==> src/rtl/exc_commit_pkg.sv <==
package exc_commit_pkg;
  localparam int CW   = 4;
  localparam int NSTG = 4;  // fetch, decode, execute, memory

  typedef logic [CW-1:0] cause_t;

  localparam cause_t C_NONE  = 4'd0;
  localparam cause_t C_FETCH = 4'd1;
  localparam cause_t C_ILL   = 4'd2;
  localparam cause_t C_OVF   = 4'd3;
  localparam cause_t C_DATA  = 4'd4;
  localparam cause_t C_IRQ   = 4'd8;

  typedef struct packed {
    logic   valid;
    logic   exc;
    cause_t code;
  } exc_rec_t;

  // Code raised by the fault flag of stage k.
  function automatic cause_t stage_code(input int k);
    case (k)
      0:       stage_code = C_FETCH;
      1:       stage_code = C_ILL;
      2:       stage_code = C_OVF;
      default: stage_code = C_DATA;
    endcase
  endfunction

  // Add a stage's flag to a record; an earlier recorded fault is kept.
  function automatic exc_rec_t fold(input exc_rec_t r, input logic flag, input cause_t code);
    fold = r;
    if (r.valid && !r.exc && flag) begin
      fold.exc  = 1'b1;
      fold.code = code;
    end
  endfunction

  // Interrupt outranks any synchronous fault at commit.
  function automatic cause_t pick_cause(input logic irq, input exc_rec_t r);
    pick_cause = irq ? C_IRQ : r.code;
  endfunction
endpackage

==> src/rtl/exc_irq_sync.sv <==
module exc_irq_sync #(
  parameter int DEPTH = 2
) (
  input  logic clk,
  input  logic rst_n,
  input  logic async_i,
  output logic sync_o
);
  logic [DEPTH-1:0] chain;

  always_ff @(posedge clk) begin
    if (!rst_n) chain <= '0;
    else        chain <= {chain[DEPTH-2:0], async_i};
  end

  assign sync_o = chain[DEPTH-1];
endmodule

==> src/rtl/exc_stage_reg.sv <==
module exc_stage_reg
  import exc_commit_pkg::*;
(
  input  logic     clk,
  input  logic     rst_n,
  input  logic     flush,
  input  exc_rec_t d,
  output exc_rec_t q
);
  always_ff @(posedge clk) begin
    if (!rst_n || flush) q <= '0;
    else                 q <= d;
  end

  assert_flush_clears_R9: assert property (@(posedge clk) disable iff (!rst_n)
    flush |=> !q.valid);
endmodule

==> src/rtl/exc_commit_logic.sv <==
module exc_commit_logic
  import exc_commit_pkg::*;
#(
  parameter int XLEN = 32
) (
  input  logic            clk,
  input  logic            rst_n,
  input  exc_rec_t        rec,
  input  logic            irq_s,
  input  logic [XLEN-1:0] pc,
  output logic            take,
  output cause_t          cause_q,
  output logic [XLEN-1:0] epc_q,
  output logic            kill_wb_q
);
  logic   commit_valid;
  logic   sync_exc;
  cause_t cause_next;

  assign commit_valid = rec.valid;
  assign sync_exc     = rec.exc;
  assign take         = commit_valid && (irq_s || sync_exc);
  assign cause_next   = pick_cause(irq_s, rec);

  always_ff @(posedge clk) begin
    if (!rst_n) begin
      cause_q   <= C_NONE;
      epc_q     <= '0;
      kill_wb_q <= 1'b0;
    end else begin
      kill_wb_q <= take;
      if (take) begin
        cause_q <= cause_next;
        epc_q   <= pc;
      end
    end
  end

  assert_redirect_single_R7: assert property (@(posedge clk) disable iff (!rst_n)
    take |=> !take);
  assert_epc_capture_R6: assert property (@(posedge clk) disable iff (!rst_n)
    take |=> epc_q == $past(pc));
  assert_regs_hold_R6: assert property (@(posedge clk) disable iff (!rst_n)
    !take |=> $stable(cause_q) && $stable(epc_q));
  assert_irq_wins_R4: assert property (@(posedge clk) disable iff (!rst_n)
    (take && irq_s) |=> cause_q == C_IRQ);
  assert_wb_kill_after_R8: assert property (@(posedge clk) disable iff (!rst_n)
    take |=> kill_wb_q);
  assert_wb_kill_quiet_R8: assert property (@(posedge clk) disable iff (!rst_n)
    !take |=> !kill_wb_q);
endmodule

==> src/rtl/exc_commit_unit.sv <==
module exc_commit_unit
  import exc_commit_pkg::*;
#(
  parameter int              XLEN       = 32,
  parameter logic [XLEN-1:0] HANDLER_PC = 32'h0000_0180
) (
  input  logic            clk,
  input  logic            rst_n,
  input  logic            f_valid_i,
  input  logic            f_fault_i,
  input  logic            d_illegal_i,
  input  logic            e_ovf_i,
  input  logic            m_dfault_i,
  input  logic [XLEN-1:0] m_pc_i,
  input  logic            irq_i,
  output logic            redirect_o,
  output logic [XLEN-1:0] handler_pc_o,
  output logic [3:0]      kill_o,
  output logic            kill_wb_o,
  output logic [3:0]      cause_o,
  output logic [XLEN-1:0] epc_o
);
  logic [NSTG-1:0] raise;
  exc_rec_t        held [NSTG];  // record entering stage k
  exc_rec_t        at   [NSTG];  // record after stage k's flag is added
  logic            irq_s;
  logic            take;
  cause_t          cause_w;

  assign raise   = {m_dfault_i, e_ovf_i, d_illegal_i, f_fault_i};
  assign held[0] = '{valid: f_valid_i, exc: 1'b0, code: C_NONE};

  genvar k;
  generate
    for (k = 0; k < NSTG; k++) begin : g_stage
      assign at[k] = fold(held[k], raise[k], stage_code(k));
      if (k > 0) begin : g_reg
        exc_stage_reg u_reg (
          .clk   (clk),
          .rst_n (rst_n),
          .flush (take),
          .d     (at[k-1]),
          .q     (held[k])
        );
      end
    end
  endgenerate

  exc_irq_sync #(.DEPTH(2)) u_sync (
    .clk     (clk),
    .rst_n   (rst_n),
    .async_i (irq_i),
    .sync_o  (irq_s)
  );

  exc_commit_logic #(.XLEN(XLEN)) u_commit (
    .clk       (clk),
    .rst_n     (rst_n),
    .rec       (at[NSTG-1]),
    .irq_s     (irq_s),
    .pc        (m_pc_i),
    .take      (take),
    .cause_q   (cause_w),
    .epc_q     (epc_o),
    .kill_wb_q (kill_wb_o)
  );

  assign redirect_o   = take;
  assign handler_pc_o = HANDLER_PC;
  assign kill_o       = {4{take}};
  assign cause_o      = cause_w;

  assert_bubble_no_trap_R10: assert property (@(posedge clk) disable iff (!rst_n)
    (!held[NSTG-1].valid) |-> !redirect_o);
endmodule

==> config.mk <==
export PLATFORM = sky130hd
export DESIGN_NAME = exc_commit_unit
export DESIGN_NICKNAME = d
export VERILOG_FILES = /design/src/rtl/exc_commit_pkg.sv /design/src/rtl/exc_irq_sync.sv /design/src/rtl/exc_stage_reg.sv /design/src/rtl/exc_commit_logic.sv /design/src/rtl/exc_commit_unit.sv
export SDC_FILE = /design/constraint.sdc
export NUM_CORES = 1
export LEC_CHECK = 0
export ABC_AREA = 0
export CAP_MARGIN = 5
export CORE_ASPECT_RATIO = 0.9
export CORE_MARGIN = 4
export CORE_UTILIZATION = 35
export DETAILED_ROUTE_END_ITERATION = 8
export PLACE_DENSITY = 0.72
export SETUP_SLACK_MARGIN = 0.5
export SLEW_MARGIN = 20
export SYNTH_ARGS = -nofsm -noshare
export SYNTH_HDL_FRONTEND = slang
export SYNTH_HIERARCHICAL = 1
export SYNTH_SLANG_ARGS = --single-unit
==> constraint.sdc <==
create_clock -name clk -period 2.2 [get_ports clk]
set_clock_uncertainty 0.1 [all_clocks]
set_input_delay 0.44 -clock clk [delete_from_list [all_inputs] [get_ports clk]]
set_output_delay 0.44 -clock clk [all_outputs]
set_load 0.03 [all_outputs]
# Word-level counts from Yosys, hierarchy flattened
# Index checks and enable logic that the tools add are counted.
[totals]
ff_bits = 57
word_cells = 36
output_inout_bits = 74
in_bits = 40
[classes]
muxes = 5
n_reduce_logical = 16
[ops]
columns = ["operator", "count"]
rows = [
  ["5-bit 2-to-1 mux", 4],
  ["1-bit logical AND", 8],
  ["1-bit logical NOT", 4],
  ["4-bit 2-to-1 mux", 1],
  ["2-bit OR reduction", 2],
  ["1-bit logical OR", 2],
]

# Longest topological paths before layout
[logic_depth]
word_depth = 8
mapped_depth = 5
ltp_nobuf = 4

# By module
# The synthesis kept the hierarchy.
[by_module_without_submodules]
columns = ["mod", "area_each_um2", "instances", "cells_per_inst", "seq_area_each_um2"]
rows = [
  ["exc_commit_logic", 1450.1, 1, 158, 740.7],
  ["exc_stage_reg", 172.7, 3, 12, 120.1],
  ["exc_commit_unit", 454.2, 1, 57, 0.0],
  ["exc_irq_sync", 52.6, 1, 4, 40.0],
]

# Least setup slack after synthesis
# Ideal clock, no wire load.
[synth_timing]
path_kind = "in2out"
from = "input m_dfault_i"
to = "output kill_o[0]"
cell_stages = 5
path_slack_ns = 0.339
arrival_ns = 1.321
t_required_ns = 1.660
path_buffers = 3
cell_sequence = "a21o_2 > o21a_1 > buf_6 > buf_6 > buf_4"
[synth_between]
elab_chain_len = 4
[synth_lines]
columns = ["item", "line", "rtl"]
rows = [
  ["start: declaration", "exc_commit_unit.sv:13", "input logic m_dfault_i,"],
  ["1-bit logical AND", "exc_commit_pkg.sv:33", "if (r.valid && !r.exc && flag) begin"],
  ["5-bit 2-to-1 mux", "exc_commit_pkg.sv:33", ""],
  ["1-bit logical OR", "exc_commit_logic.sv:22", "assign take = commit_valid && (irq_s || sync_exc);"],
  ["1-bit logical AND", "exc_commit_logic.sv:22", ""],
  ["end: declaration", "exc_commit_unit.sv:18", "output logic [3:0] kill_o,"],
]
# Every way passes these cells.

==> flow_metrics.py <==
metrics = {
    "die": {
        "rows": 28,
        "die-area_sq_um": 8480,
        "core_sq_um": 6730,
        "die_x_um": 96.6,
        "initial_core_util": 0.368,
        "die_height_um": 87.8,
        "io_pins": 114,
    },
    "route": {
        "route.met2.wl_mm": 2.24,
        "wl_met3_um": 519,
        "drc": 0,
        "wl_per_cell_um": 11.1,
        "via_per_inst": 4.13,
        "num_vias": 1795,
        "wirelength_mm": 4.84,
        "antenna_left": 0,
        "drtIter0Drc": 36,
        "met1_length_mm": 2.03,
        "routed.top_layer": "met4",
        "firstDrtPassIters": 4,
    },
    "global_route": {
        "grt_antenna_before_repair": 0,
        "grt-ovfl-total": 0,
        "track_usage": 0.116,
        "grt_pass1_wl_mm": 7.81,
        "grt_pass1_vias": 1703,
        "grt_max_degree": 93,
    },
    "worst_hold_path": {
        "hold_class": "reg2reg",
        "hold-path-cell-count": 1,
    },
    "power": {
        "leakagePower_nw": 1.65,
        "clockPowerShare": 0.431,
        "power_density_nw_per_um2": 667,
        "p_seq_frac": 0.460,
        "p_int_mw": 1.77,
        "ir_worst_vdd_uv": 417,
        "switching_share": 0.230,
        "p_switching_mw": 0.531,
        "combPwrFrac": 0.109,
    },
    "critical_path": {
        "cp-end-kind": "primary output",
        "crit_slowest_cell": "o21a_4",
        "crit_required_ns": 1.66,
        "critical_path.cell_chain": "clkdlybuf4s15_2 > a21o_4 > o21a_4 > buf_6",
        "cp-start-kind": "input pin",
        "path_class": "in2out",
        "reg2reg_depth": 6,
        "crit_arrival_ns": 1.27,
        "slowest_delay_ns": 0.25,
        "crit_fanout": 6,
    },
    "clock_tree": {
        "cts_tree": "done",
        "cts.sinks": 57,
        "cts_root_buf": "clkbuf_8",
        "clk_pin_slew_ns": 0.06,
        "numCtsBuffers": 9,
        "htreeDepth": 3,
        "cts.path.max_buffers": 2,
        "holdBufCountCts": 0,
        "clock_latency_ns": 0.33,
    },
    "layout": {
        "fillers": 651,
        "area_growth_pct": 39.6,
        "antenna_cells": 0,
        "final_cell_area_sq_um": 3460,
        "drive_gt1_frac": 0.119,
        "nets": 380,
        "register_area_sq_um": 1140,
        "multi_input_area_sq_um": 1130,
    },
    "place": {
        "port_buffers": 81,
        "hpwl_mm": 3.35,
        "place_area_sq_um": 3240,
        "pre_cts_ws_ns": 0.0207,
        "place.gp.congestion": 0.685,
    },
    "sta": {
        "rsz0062_at_grt": "true",
        "setup_viol": 0,
        "maxSlewViolCount": 0,
        "post-route-period-util": 0.825,
        "layout_setup_ws_ns": 0.385,
        "hold_viol": 0,
        "max_freq_ghz": 0.551,
        "fin_crit_ns": 1.81,
        "finalSetupTns_ns": 0,
    },
    "synthesis": {
        "yosys_register_bits": 57,
        "synth_common_cells": "70 x nand2_1, 57 x dfxtp_1, 36 x buf_4",
        "seq_area_frac_synth": 0.461,
        "synthArstFlopShare": 0,
        "syn_area_per_cell_sq_um": 9.71,
        "ys_top_cells_by_area": "dfxtp_1 46%, mux2i_1 13%, buf_4 11%",
        "yosysTopAreaCell": "dfxtp_1",
        "synth_edf_count": 0,
        "ys_types": 19,
        "ys.flop_type": "dfxtp_1",
        "netlist_instances": 255,
        "synth_area_sq_um": 2470,
        "synth_warnings": 6,
        "synth.most_common_cell": "nand2_1",
        "yosysTopAreaCellShare": 0.461,
    },
    "job": {
        "maxCapViolCount": 0,
    },
    "run_status": {
        "outcome": "finished, final reports clean",
    },
}
## layout make-up
class                           count  area share
Clock buffer                       14      0.0500
Clock inverter                      2      0.0101
Multi-Input combinational cell    183       0.326
Sequential cell                    57       0.331
Tap cell                           90      0.0326
Timing Repair Buffer               89       0.250
## final timing paths
check | start | to | slack [ns]
worst max-delay path | m_dfault_i | redirect_o | 0.39
worst min-delay path | u_sync/chain[0]$_SDFF_PN0_ | u_sync/chain[1]$_SDFF_PN0_ | 0.34
worst max register to register | g_stage[3].g_reg.u_reg/q[5]$_SDFF_PP0_ | u_commit/cause_q[3]$_SDFFE_PN0P_ | 0.47
worst min register to register | u_sync/chain[0]$_SDFF_PN0_ | u_sync/chain[1]$_SDFF_PN0_ | 0.34
## cell families after synthesis
family	count (synthesis)	share of synthesized area
buffers and inverters	48	0.140
muxes	32	0.129
AOI/OAI and AO/OA	8	0.0253
and+or+nand+nor	108	0.242
other	2	0.00303
DFF	57	0.461
## sequential cells by signal, indices dropped and copies added, names as in the netlist
register	cells
u_commit/kill_wb_q	1
u_commit/cause_q	4
g_stage.g_reg.u_reg/q	18
u_sync/chain	2
u_commit/epc_q	32
## worst max-delay path, delay by kind of cell
kind / cells / cell delay (ns)
compound gates: 2 / 0.47
buf+inv: 2 / 0.35
## what timing repair did
action	CTS	global route
resized for setup	47	1
setup buffers	2	1
pin swaps	2	1
setup endpoints to repair	43	5
## metrics by stage
stage          hold WS, ns  utilization  cells  power [mW]
2_1_floorplan        0.312            -    288        1.28
3_3_place_gp         0.316        0.482    416        1.33
3_5_place_dp         0.335        0.482    416        1.34
4_1_cts              0.348        0.512    434        2.34
5_1_grt              0.357        0.514    435        2.43
6_report             0.340        0.514    435        2.31
## cell usage in the layout, fill, tap and decap left out, types with 5 or more instances in the layout
| master | n |
|---|---|
| dfxtp_1 | 56 |
| buf_6 | 5 |
| dlygate4sd2_1 | 37 |
| clkdlybuf4s50_1 | 37 |
| and3b_1 | 18 |
| mux2i_1 | 32 |
| clkbuf_8 | 12 |
| conb_1 | 35 |
| nand2_1 | 70 |
| buf_4 | 5 |
| and2_1 | 8 |
## routing by layer
metal / up-vias / global-route usage
li1: 925 / -
met3: 7 / 0.0804
met1: 788 / 0.122
met4: 0 / 0.0344
met5: - / 0
met2: 75 / 0.189
## power groups by stage
stage	Sequential, mW	Clock, mW	Combinational [mW]
after detailed placement	1.08	0	0.251
after global routing	1.06	1.09	0.272
after CTS	1.06	1.03	0.251
after global placement	1.08	0	0.248
after floorplan	1.09	0	0.191
final	1.06	0.993	0.252
No activity file was read; power rests on OpenSTA's default activity.
